File: src/rtl/exec16_pkg.sv
package exec16_pkg;
  localparam int WORD_W     = 16;
  localparam int BYTE_W     = 8;
  localparam int REG_SEL_W  = 3;
  localparam int NREG       = 1 << REG_SEL_W;
  localparam int INST_LEN_W = 3;

  typedef enum logic [2:0] {
    OP_MOV = 3'd0,
    OP_ADD = 3'd1,
    OP_SUB = 3'd2,
    OP_CMP = 3'd3,
    OP_JNE = 3'd4
  } opCode_t;

  typedef enum logic [1:0] {
    SRC_REG   = 2'd0,
    SRC_IMM8  = 2'd1,
    SRC_IMM16 = 2'd2,
    SRC_MEM   = 2'd3
  } srcKind_t;

  typedef enum logic [2:0] {
    ST_IDLE, ST_RDLO, ST_RDHI, ST_EXEC, ST_WRLO, ST_WRHI
  } ctrlState_t;

  // strobes from control to datapath
  typedef struct packed {
    logic latch;   // take a new record
    logic capLo;   // capture low read byte
    logic exec;    // compute and commit
    logic hiByte;  // address offset of one
    logic wrByte;  // write one byte
  } ctrlStrobe_t;

  typedef struct packed {
    opCode_t                 op;
    logic [INST_LEN_W-1:0]   len;
    logic                    dstIsReg;
    logic [REG_SEL_W:0]      dstReg;
    srcKind_t                kind;
    logic [REG_SEL_W:0]      srcReg;
    logic [WORD_W-1:0]       srcImm;
    logic [BYTE_W-1:0]       off;
  } instRec_t;
endpackage

File: src/rtl/exec16_ctrl.sv
module exec16_ctrl
  import exec16_pkg::*;
(
  input  logic        clk,
  input  logic        rstN,
  input  logic        instValid,
  input  logic        newNeedRd,
  input  logic        needWr,
  input  logic        isWide,
  output ctrlStrobe_t strobe,
  output logic        busy
);
  ctrlState_t state, stateNext;

  always_ff @(posedge clk or negedge rstN) begin
    if (!rstN) state <= ST_IDLE;
    else       state <= stateNext;
  end

  always_comb begin
    stateNext = state;
    unique case (state)
      ST_IDLE: if (instValid) stateNext = newNeedRd ? ST_RDLO : ST_EXEC;
      ST_RDLO: stateNext = ST_RDHI;
      ST_RDHI: stateNext = ST_EXEC;
      ST_EXEC: stateNext = needWr ? ST_WRLO : ST_IDLE;
      ST_WRLO: stateNext = isWide ? ST_WRHI : ST_IDLE;
      ST_WRHI: stateNext = ST_IDLE;
      default: stateNext = ST_IDLE;
    endcase
  end

  always_comb begin
    strobe        = '0;
    strobe.latch  = (state == ST_IDLE) && instValid;
    strobe.capLo  = (state == ST_RDHI);
    strobe.exec   = (state == ST_EXEC);
    strobe.hiByte = (state == ST_RDHI) || (state == ST_WRHI);
    strobe.wrByte = (state == ST_WRLO) || (state == ST_WRHI);
  end

  assign busy = (state != ST_IDLE);
endmodule

File: src/rtl/exec16_dpath.sv
module exec16_dpath
  import exec16_pkg::*;
#(
  parameter int ADDR_W = 11
) (
  input  logic                    clk,
  input  logic                    rstN,
  input  ctrlStrobe_t             strobe,
  input  instRec_t                newInst,
  input  logic [ADDR_W-1:0]       newDstAddr,
  input  logic [ADDR_W-1:0]       newSrcAddr,
  output logic                    newNeedRd,
  output logic                    needWr,
  output logic                    isWide,
  output logic [ADDR_W-1:0]       memAddr,
  output logic [BYTE_W-1:0]       memWdata,
  input  logic [BYTE_W-1:0]       memRdata,
  output logic [NREG*WORD_W-1:0]  regsOut,
  output logic [WORD_W-1:0]       ipOut,
  output logic                    zfOut,
  output logic                    sfOut
);
  logic [NREG-1:0][WORD_W-1:0] gpr;
  instRec_t                    cur;
  logic [ADDR_W-1:0]           dstAddrQ, srcAddrQ;
  logic [BYTE_W-1:0]           loQ;
  logic [WORD_W-1:0]           resQ, ipQ;
  logic                        zfQ, sfQ;

  logic [WORD_W-1:0] memOp, dstVal, srcVal, rawRes, res;
  logic              zfNext, sfNext, setsFlags, writesReg, jneTaken;
  logic [ADDR_W-1:0] rdAddr, baseAddr;

  function automatic logic [WORD_W-1:0] pickReg(
    input logic [REG_SEL_W:0] code,
    input logic [NREG-1:0][WORD_W-1:0] f
  );
    logic [WORD_W-1:0] w;
    w = f[{1'b0, code[1:0]}];
    if (code[REG_SEL_W]) return f[code[REG_SEL_W-1:0]];
    else if (code[2])    return {{BYTE_W{1'b0}}, w[WORD_W-1:BYTE_W]};
    else                 return {{BYTE_W{1'b0}}, w[BYTE_W-1:0]};
  endfunction

  function automatic logic opReadsMem(input instRec_t r);
    logic arith;
    arith = (r.op == OP_ADD) || (r.op == OP_SUB) || (r.op == OP_CMP);
    return (r.op != OP_JNE) &&
           ((r.kind == SRC_MEM) || (!r.dstIsReg && arith));
  endfunction

  // record latch
  always_ff @(posedge clk or negedge rstN) begin
    if (!rstN) begin
      cur      <= '0;
      dstAddrQ <= '0;
      srcAddrQ <= '0;
    end else if (strobe.latch) begin
      cur      <= newInst;
      dstAddrQ <= newDstAddr;
      srcAddrQ <= newSrcAddr;
    end
  end

  assign newNeedRd = opReadsMem(newInst);
  assign needWr    = !cur.dstIsReg &&
                     ((cur.op == OP_MOV) || (cur.op == OP_ADD) || (cur.op == OP_SUB));

  // width selection
  always_comb begin
    if (cur.dstIsReg)            isWide = cur.dstReg[REG_SEL_W];
    else if (cur.kind == SRC_REG) isWide = cur.srcReg[REG_SEL_W];
    else                          isWide = (cur.kind == SRC_IMM16);
  end

  // operands and arithmetic
  always_comb begin
    memOp  = {isWide ? memRdata : {BYTE_W{1'b0}}, loQ};
    dstVal = cur.dstIsReg ? pickReg(cur.dstReg, gpr) : memOp;
    unique case (cur.kind)
      SRC_REG:   srcVal = pickReg(cur.srcReg, gpr);
      SRC_MEM:   srcVal = memOp;
      default:   srcVal = cur.srcImm;
    endcase
    unique case (cur.op)
      OP_MOV:  rawRes = srcVal;
      OP_ADD:  rawRes = dstVal + srcVal;
      default: rawRes = dstVal - srcVal;
    endcase
    res       = isWide ? rawRes : {{BYTE_W{1'b0}}, rawRes[BYTE_W-1:0]};
    zfNext    = (res == '0);
    sfNext    = isWide ? res[WORD_W-1] : res[BYTE_W-1];
    setsFlags = (cur.op == OP_ADD) || (cur.op == OP_SUB) || (cur.op == OP_CMP);
    writesReg = cur.dstIsReg &&
                ((cur.op == OP_MOV) || (cur.op == OP_ADD) || (cur.op == OP_SUB));
    jneTaken  = (cur.op == OP_JNE) && !zfQ;
  end

  // register file with byte-half merge
  always_ff @(posedge clk or negedge rstN) begin
    if (!rstN) begin
      gpr <= '0;
    end else if (strobe.exec && writesReg) begin
      if (cur.dstReg[REG_SEL_W])
        gpr[cur.dstReg[REG_SEL_W-1:0]] <= res;
      else if (cur.dstReg[2])
        gpr[{1'b0, cur.dstReg[1:0]}][WORD_W-1:BYTE_W] <= res[BYTE_W-1:0];
      else
        gpr[{1'b0, cur.dstReg[1:0]}][BYTE_W-1:0] <= res[BYTE_W-1:0];
    end
  end

  // flags, pointer, captured bytes
  always_ff @(posedge clk or negedge rstN) begin
    if (!rstN) begin
      zfQ  <= 1'b0;
      sfQ  <= 1'b0;
      ipQ  <= '0;
      loQ  <= '0;
      resQ <= '0;
    end else begin
      if (strobe.capLo) loQ <= memRdata;
      if (strobe.exec) begin
        resQ <= res;
        ipQ  <= ipQ + WORD_W'(cur.len) +
                (jneTaken ? {{(WORD_W-BYTE_W){cur.off[BYTE_W-1]}}, cur.off} : '0);
        if (setsFlags) begin
          zfQ <= zfNext;
          sfQ <= sfNext;
        end
      end
    end
  end

  // memory port
  assign rdAddr   = (cur.kind == SRC_MEM) ? srcAddrQ : dstAddrQ;
  assign baseAddr = strobe.wrByte ? dstAddrQ : rdAddr;
  assign memAddr  = baseAddr + ADDR_W'(strobe.hiByte);
  assign memWdata = strobe.hiByte ? resQ[WORD_W-1:BYTE_W] : resQ[BYTE_W-1:0];

  assign regsOut = gpr;
  assign ipOut   = ipQ;
  assign zfOut   = zfQ;
  assign sfOut   = sfQ;
endmodule

File: src/rtl/exec16_top.sv
module exec16_top
  import exec16_pkg::*;
#(
  parameter int ADDR_W = 11
) (
  input  logic                    clk,
  input  logic                    rstN,
  input  logic                    instValid,
  input  logic [2:0]              instOp,
  input  logic [INST_LEN_W-1:0]   instLen,
  input  logic                    dstIsReg,
  input  logic [REG_SEL_W:0]      dstReg,
  input  logic [ADDR_W-1:0]       dstAddr,
  input  logic [1:0]              srcKind,
  input  logic [REG_SEL_W:0]      srcReg,
  input  logic [WORD_W-1:0]       srcImm,
  input  logic [ADDR_W-1:0]       srcAddr,
  input  logic [BYTE_W-1:0]       jmpOff,
  output logic                    busy,
  output logic [ADDR_W-1:0]       memAddr,
  output logic                    memWe,
  output logic [BYTE_W-1:0]       memWdata,
  input  logic [BYTE_W-1:0]       memRdata,
  output logic [NREG*WORD_W-1:0]  regsOut,
  output logic [WORD_W-1:0]       ipOut,
  output logic                    zfOut,
  output logic                    sfOut
);
  ctrlStrobe_t strobe;
  instRec_t    newInst;
  logic        newNeedRd, needWr, isWide;

  always_comb begin
    newInst.op       = opCode_t'(instOp);
    newInst.len      = instLen;
    newInst.dstIsReg = dstIsReg;
    newInst.dstReg   = dstReg;
    newInst.kind     = srcKind_t'(srcKind);
    newInst.srcReg   = srcReg;
    newInst.srcImm   = srcImm;
    newInst.off      = jmpOff;
  end

  exec16_ctrl u_ctrl (
    .clk       (clk),
    .rstN      (rstN),
    .instValid (instValid),
    .newNeedRd (newNeedRd),
    .needWr    (needWr),
    .isWide    (isWide),
    .strobe    (strobe),
    .busy      (busy)
  );

  exec16_dpath #(.ADDR_W(ADDR_W)) u_dpath (
    .clk        (clk),
    .rstN       (rstN),
    .strobe     (strobe),
    .newInst    (newInst),
    .newDstAddr (dstAddr),
    .newSrcAddr (srcAddr),
    .newNeedRd  (newNeedRd),
    .needWr     (needWr),
    .isWide     (isWide),
    .memAddr    (memAddr),
    .memWdata   (memWdata),
    .memRdata   (memRdata),
    .regsOut    (regsOut),
    .ipOut      (ipOut),
    .zfOut      (zfOut),
    .sfOut      (sfOut)
  );

  assign memWe = strobe.wrByte;
endmodule

File: config.mk
export PLATFORM = sky130hd
export DESIGN_NAME = exec16_top
export DESIGN_NICKNAME = d
export VERILOG_FILES = /design/src/rtl/exec16_pkg.sv /design/src/rtl/exec16_ctrl.sv /design/src/rtl/exec16_dpath.sv /design/src/rtl/exec16_top.sv
export SDC_FILE = /design/constraint.sdc
export NUM_CORES = 1
export LEC_CHECK = 0
export ABC_AREA = 0
export BUFFER_PORTS_ARGS = -buffer_cell sky130_fd_sc_hd__buf_4
export CORE_MARGIN = 2
export CORE_UTILIZATION = 45
export DETAILED_ROUTE_END_ITERATION = 10
export GPL_TIMING_DRIVEN = 0
export PLACE_DENSITY = 0.72
export SETUP_SLACK_MARGIN = 0.2
export SYNTH_ARGS = -nofsm -noshare
export SYNTH_HDL_FRONTEND = slang
export SYNTH_HIERARCHICAL = 1
export SYNTH_SLANG_ARGS = --single-unit
File: constraint.sdc
create_clock -name clk -period 5.2 [get_ports clk]
set_input_delay 0.52 -clock clk [delete_from_list [all_inputs] [get_ports clk]]
set_output_delay 0.52 -clock clk [all_outputs]
set_load 0.02 [all_outputs]
==> impl_metrics.json, run 1 <==
{
  "io_pins": 241,
  "area_growth_pct": 29.9,
  "ys_seq_area_share_pct": 40.3,
  "cp_max_fo": 10,
  "critPathMaxStageDelay_ps": 590,
  "floorplan.initialDensity_pct": 45.3,
  "syn_area_per_cell_um2": 9.99,
  "post_drt_wl_per_cell_um": 24.9,
  "grt_pass1_vias": 13136,
  "grt_pass1_wl_um": 81700,
  "synth_area_um2": 14600,
  "hold_buffers": 0,
  "status": "finished, final reports clean",
  "layout_worst_path_cycle_share_pct": 97.1,
  "hpwl_um": 40900,
  "vias": 13874,
  "hold_viol": 0,
  "drtAntennaViolNets": 0,
  "ctsHtreeMaxLevel": 1,
  "drc": 0,
  "cts_sinks": 236,
  "die-area_um2": 34000,
  "fillers": 2727,
  "worst_setup_path_start_kind": "flip-flop",
  "cp_cell_sequence": "buf_6, buf_12, buf_4, buf_6, mux2i_2, a32oi_1, nand3_2, nand2_1, or4_4, nor2_4, a21oi_2, xor2_1, ha_1, a21oi_2, nor2b_1, nor2_2, nand4_1, nand3_1, a22oi_1, a41oi_1, nand3_2, mux2i_4, buf_6, o31ai_4",
  "routed_wl_um": 55900,
  "finClkSkew_ps": 45.5,
  "path_class": "reg2reg",
  "max_freq_mhz": 198,
  "slew_headroom_pct": 4.63,
  "antenna_found_initial": 0,
  "ys_types": 80,
  "clock_path_buffers": 3,
  "synthCells": 1465,
  "crit_buf_inv": 5,
  "cp.arrival_ps": 5490,
  "synthSimpleGateAreaFrac_pct": 13.5,
  "numCtsBuffers": 28,
  "die_y_um": 184,
  "n_antenna_cell": 0,
  "setup_viol": 0,
  "design.core.area_um2": 32300,
  "grt_max_degree": 126,
  "period_minus_slack_ps": 5050,
  "slew_viol_final": 0,
  "io_buffers": 240,
  "drtPass1Iterations": 8,
  "place_ws_ps": -1720,
  "drive_above_1_share_pct": 34.1,
  "insertion_delay_ps": 590,
  "die_w_um": 184,
  "rows": 66,
  "final.setup.worst_slack_ps": 150,
  "tightestPinTransition_ps": 1420,
  "crit_family": "simple AND/OR/NAND/NOR gates",
  "synthAdderAreaFrac_pct": 4.70,
  "yosysTopAreaCell": "dfrtp_1",
  "gp_congestion": 1.00,
  "r2r-start": "u_dpath/cur[24]$_DFFE_PN0P_",
  "hp-class": "in2async",
  "ctsRootBufferMaster": "clkbuf_16",
  "synth_edf_count": 0,
  "cp_common_cell": "buf_6",
  "regArea_um2": 5910,
  "synth_mux_area_share_pct": 18.9,
  "cp.required_ps": 5640,
  "multi_input_area_um2": 8680,
  "yosys_register_bits": 236,
  "rsz0062_at_grt": "true",
  "synthArstFlopShare_pct": 100,
  "setup.worst_path.end_class": "flip-flop",
  "layout.nets": 1906,
  "ys_warn_count": 6,
  "grt_usage_pct": 32.2,
  "drt_iter0_markers": 1579,
  "maxCapViolations": 0,
  "synth_most_common_cell": "dfrtp_1",
  "clkTransAtPathRegs_ps": 60,
  "viasPerCell": 6.19,
  "synth_area_leaders": "dfrtp_1 (40%), mux4_2 (8.3%), mux2_2 (6.7%)",
  "yosys.area.top_type_share_pct": 40.3,
  "synthTopCellsByCount": "dfrtp_1 (236), nand2_1 (192), o21ai_0 (133)",
  "syn-num-nets": 1591,
  "cts_tree": "done",
  "synth_top_family_by_area": "multiplexers",
  "synth-xor-area-share_pct": 2.39,
  "synth_compound_area_share_pct": 16.2,
  "cp_slowest_cell": "or4_4",
  "grt-ovfl-total": 0,
  "ys.flop_type": "dfrtp_1",
  "worstSetupStartpoint": "u_dpath/cur[24]$_DFFE_PN0P_"
}
-- per-stage QoR --
stage | TNS [ps] | hold WS, ps | instances | utilization, % | instance area [um2]
2_1_floorplan | 0 | 224 | 1465 | - | 14600
5_1_grt | 0 | 100 | 2243 | 58.9 | 19000
6_report | 0 | 29.9 | 2243 | 58.9 | 19000
3_3_place_gp | -115130 | 461 | 2147 | 52.6 | 17000
4_1_cts | 0 | 63.5 | 2212 | 57.0 | 18400
3_5_place_dp | -118970 | 466 | 2148 | 52.8 | 17000
-- placed cells by master, fill, tap and decap left out, types with 21 or more instances in the layout --
cell       Yosys  final
nor2_1        75     69
clkbuf_16      0     28
mux2_2        87     85
o22ai_1       24     24
a21oi_1       78     67
clkbuf_1      65     56
ha_1          47     42
buf_4          6    281
mux4_2        54     54
o21ai_0      133    126
a22o_1        23     23
dfrtp_1      236    236
inv_1         38     34
nand3_1       34     31
nor2b_1       21     21
mux2i_1       53     47
nand2_1      192    190
nor3_1        26     22
xnor2_1       26     25
-- area by class of cell --
class,count,area share (%)
Sequential cell,236,31.1
Timing Repair Buffer,285,11.7
Buffer,97,3.07
Clock inverter,9,0.697
Multi-Input combinational cell,1092,45.6
Tap cell,442,2.91
Clock buffer,42,4.17
Inverter,40,0.803
-- flip-flops by register name, summed over array words and instances (netlist names) --
name	flops
u_dpath/srcAddrQ	11
u_dpath/cur	41
u_dpath/ipOut	16
u_ctrl/state	3
u_dpath/sfOut	1
u_dpath/dstAddrQ	11
u_dpath/regsOut	128
u_dpath/zfOut	1
u_dpath/loQ	8
u_dpath/resQ	16
-- metal layers --
| metal | wire, um | GRT usage [%] | part of all wire (%) | vias to the layer above |
|---|---|---|---|---|
| li1 | - | - | - | 5975 |
| met1 | 22300 | 44.7 | 40 | 6860 |
| met2 | 25300 | 50.0 | 45 | 887 |
| met3 | 5990 | 6.84 | 11 | 152 |
| met4 | 2350 | 11.6 | 4.2 | 0 |
| met5 | 0 | 0 | 0 | - |
-- path summary, 6_finish.rpt --
check                                             endpoint  slack (ps)  cells after the start
max reg2reg                u_dpath/regsOut[63]$_DFFE_PN0P_         150                     24
max in group asynchronous      u_dpath/cur[28]$_DFFE_PN0P_        4000                      2
max                        u_dpath/regsOut[63]$_DFFE_PN0P_         150                     24
min in group clk               u_dpath/cur[31]$_DFFE_PN0P_         170                      2
min                           u_dpath/ipOut[8]$_DFFE_PN0P_          30                      1
min reg2reg                   u_dpath/resQ[15]$_DFFE_PN0P_         480                      2
-- what timing repair did --
action | CTS | global route
endpoints found under the setup margin | 147 | 77
pin swaps | 13 | 46
buffers inserted | 12 | 31
cloned | 1 | 0
resized for setup | 90 | 97
endpoints found under the hold margin | 0 | 0
-- kinds of logic after synthesis --
group | Yosys count
AOI/OAI and AO/OA | 381
muxes | 196
DFF | 236
buffers and inverters | 137
xor gates and xnor gates | 40
and+or+nand+nor | 423
adders and majority gates | 52
Power of run 1 is not shown: default switching activity piles up to over one toggle a cycle in this logic, so the estimate is an artifact.
==> run 2: changes to the inputs <==
Settings changed: PLACE_DENSITY 0.72 to 0.71.
==> impl_metrics.json, run 2 (same netlist as run 1, synthesis figures left out) <==
{
  "max_freq_mhz": 197,
  "drt_iter0_markers": 1464,
  "clkTransAtPathRegs_ps": 60,
  "layout_worst_path_cycle_share_pct": 97.5,
  "insertion_delay_ps": 560,
  "rows": 66,
  "r2r_slack_ps": 130,
  "layout.cells.most_common": "buf_4",
  "cp_max_fo": 7,
  "numCtsBuffers": 28,
  "layout.nets": 1905,
  "final.setup.worst_slack_ps": 132,
  "gp_congestion": 0.965,
  "hpwl_um": 41700,
  "grt-ovfl-total": 0,
  "period_minus_slack_ps": 5070,
  "tightestPinTransition_ps": 1370,
  "critPathMaxStageDelay_ps": 590,
  "grt_usage_pct": 32.8,
  "cts_sinks": 236,
  "reg2reg_to": "u_dpath/regsOut[63]$_DFFE_PN0P_",
  "path_class": "reg2reg",
  "cp_common_cell": "buf_6",
  "reg2reg_depth": 23,
  "tns_ps": 0,
  "hp-class": "in2async",
  "grt_pass1_vias": 13223,
  "worst_setup_path_start_kind": "flip-flop",
  "drc": 0,
  "ctsHtreeMaxLevel": 1,
  "clock_path_buffers": 3,
  "largest_reg_flops": 128,
  "cp_slowest_cell": "or4_4",
  "die_y_um": 184,
  "drtAntennaViolNets": 0,
  "drive_above_1_share_pct": 34.7,
  "hold_buffers": 0,
  "io_buffers": 240,
  "fillers": 2757,
  "setup.worst_path.end_class": "flip-flop",
  "cts_tree": "done",
  "place_ws_ps": -1560,
  "setup_viol": 0,
  "post_drt_wl_per_cell_um": 25.5,
  "die-area_um2": 34000,
  "cp_cell_sequence": "inv_2, ha_4, buf_6, mux2_4, mux2i_4, inv_4, buf_12, a32oi_4, nand2_2, or4_4, o41ai_4, xnor2_1, ha_1, buf_6, nand4_1, o211ai_1, buf_4, nor2_4, a211oi_2, nand3_2, mux2i_4, buf_6, o31ai_2",
  "crit_family": "compound AO/OA/AOI/OAI gates",
  "hold_viol": 0,
  "vias": 13838,
  "multi_input_area_um2": 8730,
  "viasPerCell": 6.17,
  "routed_wl_um": 57200,
  "finClkSkew_ps": 21.2,
  "r2r-start": "u_dpath/cur[29]$_DFFE_PN0P_",
  "dp.cells": 2148,
  "maxCapViolations": 0,
  "io_pins": 241,
  "cp.arrival_ps": 5480,
  "design.core.area_um2": 32300,
  "layout_common_cells": "buf_4 (278), dfrtp_1 (236), nand2_1 (189)",
  "die_w_um": 184,
  "slew_viol_final": 0,
  "cp.required_ps": 5610,
  "floorplan.initialDensity_pct": 45.3,
  "status": "finished, final reports clean",
  "grt_max_degree": 125,
  "crit_buf_inv": 7,
  "slew_headroom_pct": 7.93,
  "area_growth_pct": 30.7,
  "grt_pass1_wl_um": 83200,
  "ctsRootBufferMaster": "clkbuf_16",
  "drtPass1Iterations": 6,
  "fin_cells": 2242,
  "rsz0062_at_grt": "true",
  "regArea_um2": 5910,
  "n_antenna_cell": 0,
  "antenna_found_initial": 0
}
## run 2: changes by cell type in the layout (fill, tap and decap cells not counted), sizes merged
cell / delta
buf: -2
bufinv: +2
clkbuf: -2
clkinvlp: +1
## run 2: how the worst max path moves through the flow
stage,end,start,slack (ps),depth (start not counted)
after CTS,u_dpath/zfOut$_DFFE_PN0P_,u_dpath/cur[25]$_DFFE_PN0P_,190,22
after floorplan,u_dpath/zfOut$_DFFE_PN0P_,u_dpath/cur[30]$_DFFE_PN0P_,400,17
after global placement,u_dpath/zfOut$_DFFE_PN0P_,u_dpath/cur[30]$_DFFE_PN0P_,-1470,17
final,u_dpath/regsOut[63]$_DFFE_PN0P_,u_dpath/cur[29]$_DFFE_PN0P_,130,23
after detailed placement,u_dpath/zfOut$_DFFE_PN0P_,u_dpath/cur[30]$_DFFE_PN0P_,-1560,17
after global routing,u_dpath/regsOut[63]$_DFFE_PN0P_,u_dpath/cur[24]$_DFFE_PN0P_,20,21
## run 2: per-stage QoR
stage | cell area (um2) | utilization, % | hold slack [ps]
after global routing | 19100 | 59.2 | 147
after global placement | 17000 | 52.6 | 462
after floorplan | 14600 | - | 224
after detailed placement | 17000 | 52.8 | 468
after CTS | 18400 | 57.1 | 101
final | 19100 | 59.2 | 35.4
## run 2: layer usage
| layer | GRT usage [%] | routed length, um |
|---|---|---|
| met1 | 45.5 | 22800 |
| met5 | 0 | 0 |
| met3 | 7.51 | 6400 |
| met4 | 11.0 | 2420 |
| met2 | 50.9 | 25500 |
## run 2: layout make-up
class	instances	area share (%)
plain buffers	97	3.11
clock buffers	39	4.25
clock inverters	12	0.896
inverters	40	0.798
multi-input cells	1092	45.7
flip-flops and latches	236	30.9
well taps	442	2.89
repair buffers	284	11.5
## run 2: repair_timing
item,in CTS,in global routing
endpoints found under the hold margin,0,0
endpoints found under the setup margin,147,98
cloned,1,2
setup buffers,13,27
gates resized for setup,83,124
pin swaps,11,49
Power of run 2 is left out for the same reason.
==> run 3: changes to the inputs <==
Settings changed: CORE_MARGIN 2 to not set.
Clock period 5.2 ns to 5.12 ns, I/O delays scaled along.
==> impl_metrics.json, run 3 (same netlist as run 1, synthesis figures left out) <==
{
  "dpl_cell_area_um2": 17000,
  "path_class": "reg2reg",
  "rsz0062_at_grt": "true",
  "drive_above_1_share_pct": 34.9,
  "area_growth_pct": 30.6,
  "die_w_um": 182,
  "maxCapViolations": 0,
  "setup.worst_path.end_class": "flip-flop",
  "stdcell_area_um2": 19100,
  "io_pins": 241,
  "drtPass1Iterations": 6,
  "cp.arrival_ps": 5370,
  "die_y_um": 182,
  "hpwl_um": 40700,
  "hold_viol": 0,
  "largest_reg_flops": 128,
  "slew_headroom_pct": 3.84,
  "clock_path_buffers": 3,
  "cp_max_fo": 5,
  "cp.required_ps": 5540,
  "n_antenna_cell": 0,
  "slew_viol_final": 0,
  "tightestPinTransition_ps": 1430,
  "status": "finished, final reports clean",
  "whs_ps": 10.3,
  "finClkSkew_ps": 13.1,
  "worst_setup_path_start_kind": "flip-flop",
  "layout_worst_path_cycle_share_pct": 96.6,
  "max_freq_mhz": 202,
  "drtAntennaViolNets": 0,
  "period_minus_slack_ps": 4950,
  "grt_pass1_wl_um": 82500,
  "cts_tree": "done",
  "layout_common_cells": "buf_4 (282), dfrtp_1 (236), nand2_1 (190)",
  "tns_ps": 0,
  "design.core.area_um2": 31800,
  "rows": 65,
  "layout.nets": 1912,
  "antenna_found_initial": 2,
  "grt-ovfl-total": 0,
  "reg2reg_depth": 24,
  "floorplan.initialDensity_pct": 46.0,
  "insertion_delay_ps": 570,
  "numCtsBuffers": 27,
  "cts_sinks": 236,
  "clkTransAtPathRegs_ps": 60,
  "post_drt_wl_per_cell_um": 24.9,
  "gp_congestion": 1.02,
  "dp.cells": 2141,
  "grt_pass1_vias": 13386,
  "grt_usage_pct": 33.1,
  "setup_viol": 0,
  "fin_cells": 2242,
  "routed_wl_um": 55800,
  "hp-class": "in2async",
  "die-area_um2": 33300,
  "layout.cells.most_common": "buf_4",
  "viasPerCell": 6.21,
  "ctsRootBufferMaster": "clkbuf_16",
  "grt_max_degree": 126,
  "io_buffers": 240,
  "hold_buffers": 0,
  "ctsHtreeMaxLevel": 1,
  "drc": 0,
  "vias": 13918,
  "drt_iter0_markers": 1567
}
run 3: layout make-up:
class / count / area, um2
Clock inverter: 13 / 121
Inverter: 40 / 150
Fill cell: 2696 / 12700
Clock buffer: 37 / 773
Timing Repair Buffer: 292 / 2320
Sequential cell: 236 / 5910
Tap cell: 435 / 544
Multi-Input combinational cell: 1092 / 8700
Buffer: 97 / 599
run 3: path summary, 6_finish.rpt:
kind	start	end	slack (ps)
setup / recovery	u_dpath/cur[28]$_DFFE_PN0P_	u_dpath/regsOut[63]$_DFFE_PN0P_	170
hold / removal	rstN	u_dpath/ipOut[8]$_DFFE_PN0P_	10
setup reg to reg	u_dpath/cur[28]$_DFFE_PN0P_	u_dpath/regsOut[63]$_DFFE_PN0P_	170
hold reg to reg	u_dpath/resQ[15]$_DFFE_PN0P_	u_dpath/resQ[15]$_DFFE_PN0P_	480
max in group asynchronous	rstN	u_dpath/regsOut[85]$_DFFE_PN0P_	3960
min in group clk	srcKind[1]	u_dpath/cur[29]$_DFFE_PN0P_	160
run 3: critical path, cell delays in order, from the launching register on:
cell and delay [ps]:
dfrtp_1 400, inv_2 90, ha_4 140, buf_6 90, mux2_4 320, mux2i_4 160
inv_2 100, buf_4 150, a32oi_1 510, o21ai_2 340, nor2_2 180, a21oi_1 80
xor2_1 180, ha_1 380, a21oi_4 190, nor2b_4 60, nor2_4 100, nand4_1 160
nand3_1 130, a22oi_1 80, a41oi_1 220, nand3_2 140, mux2i_4 320, buf_6 210
o31ai_2 70
run 3: what timing repair did:
item,in CTS,in global routing
cloned,1,1
setup endpoints to repair,147,87
setup buffers,29,20
endpoints found under the hold margin,0,0
resized for setup,117,81
pin swaps,31,40
run 3: metrics by stage:
step / util, % / setup WS [ps]
global route: 60.1 / 31.5
detailed placement: 53.6 / -1710
finish: 60.1 / 173
CTS: 58.6 / 179
floorplan: - / 317
global placement: 53.4 / -1680
run 3: layer usage:
layer / GRT usage, % / share of wire (%) / wire, um
met5: 0 / 0.039 / 22
met4: 13.9 / 4.8 / 2680
met3: 7.42 / 10 / 5650
met2: 51.0 / 45 / 25000
met1: 45.0 / 40 / 22500
Power of run 3 is left out for the same reason.
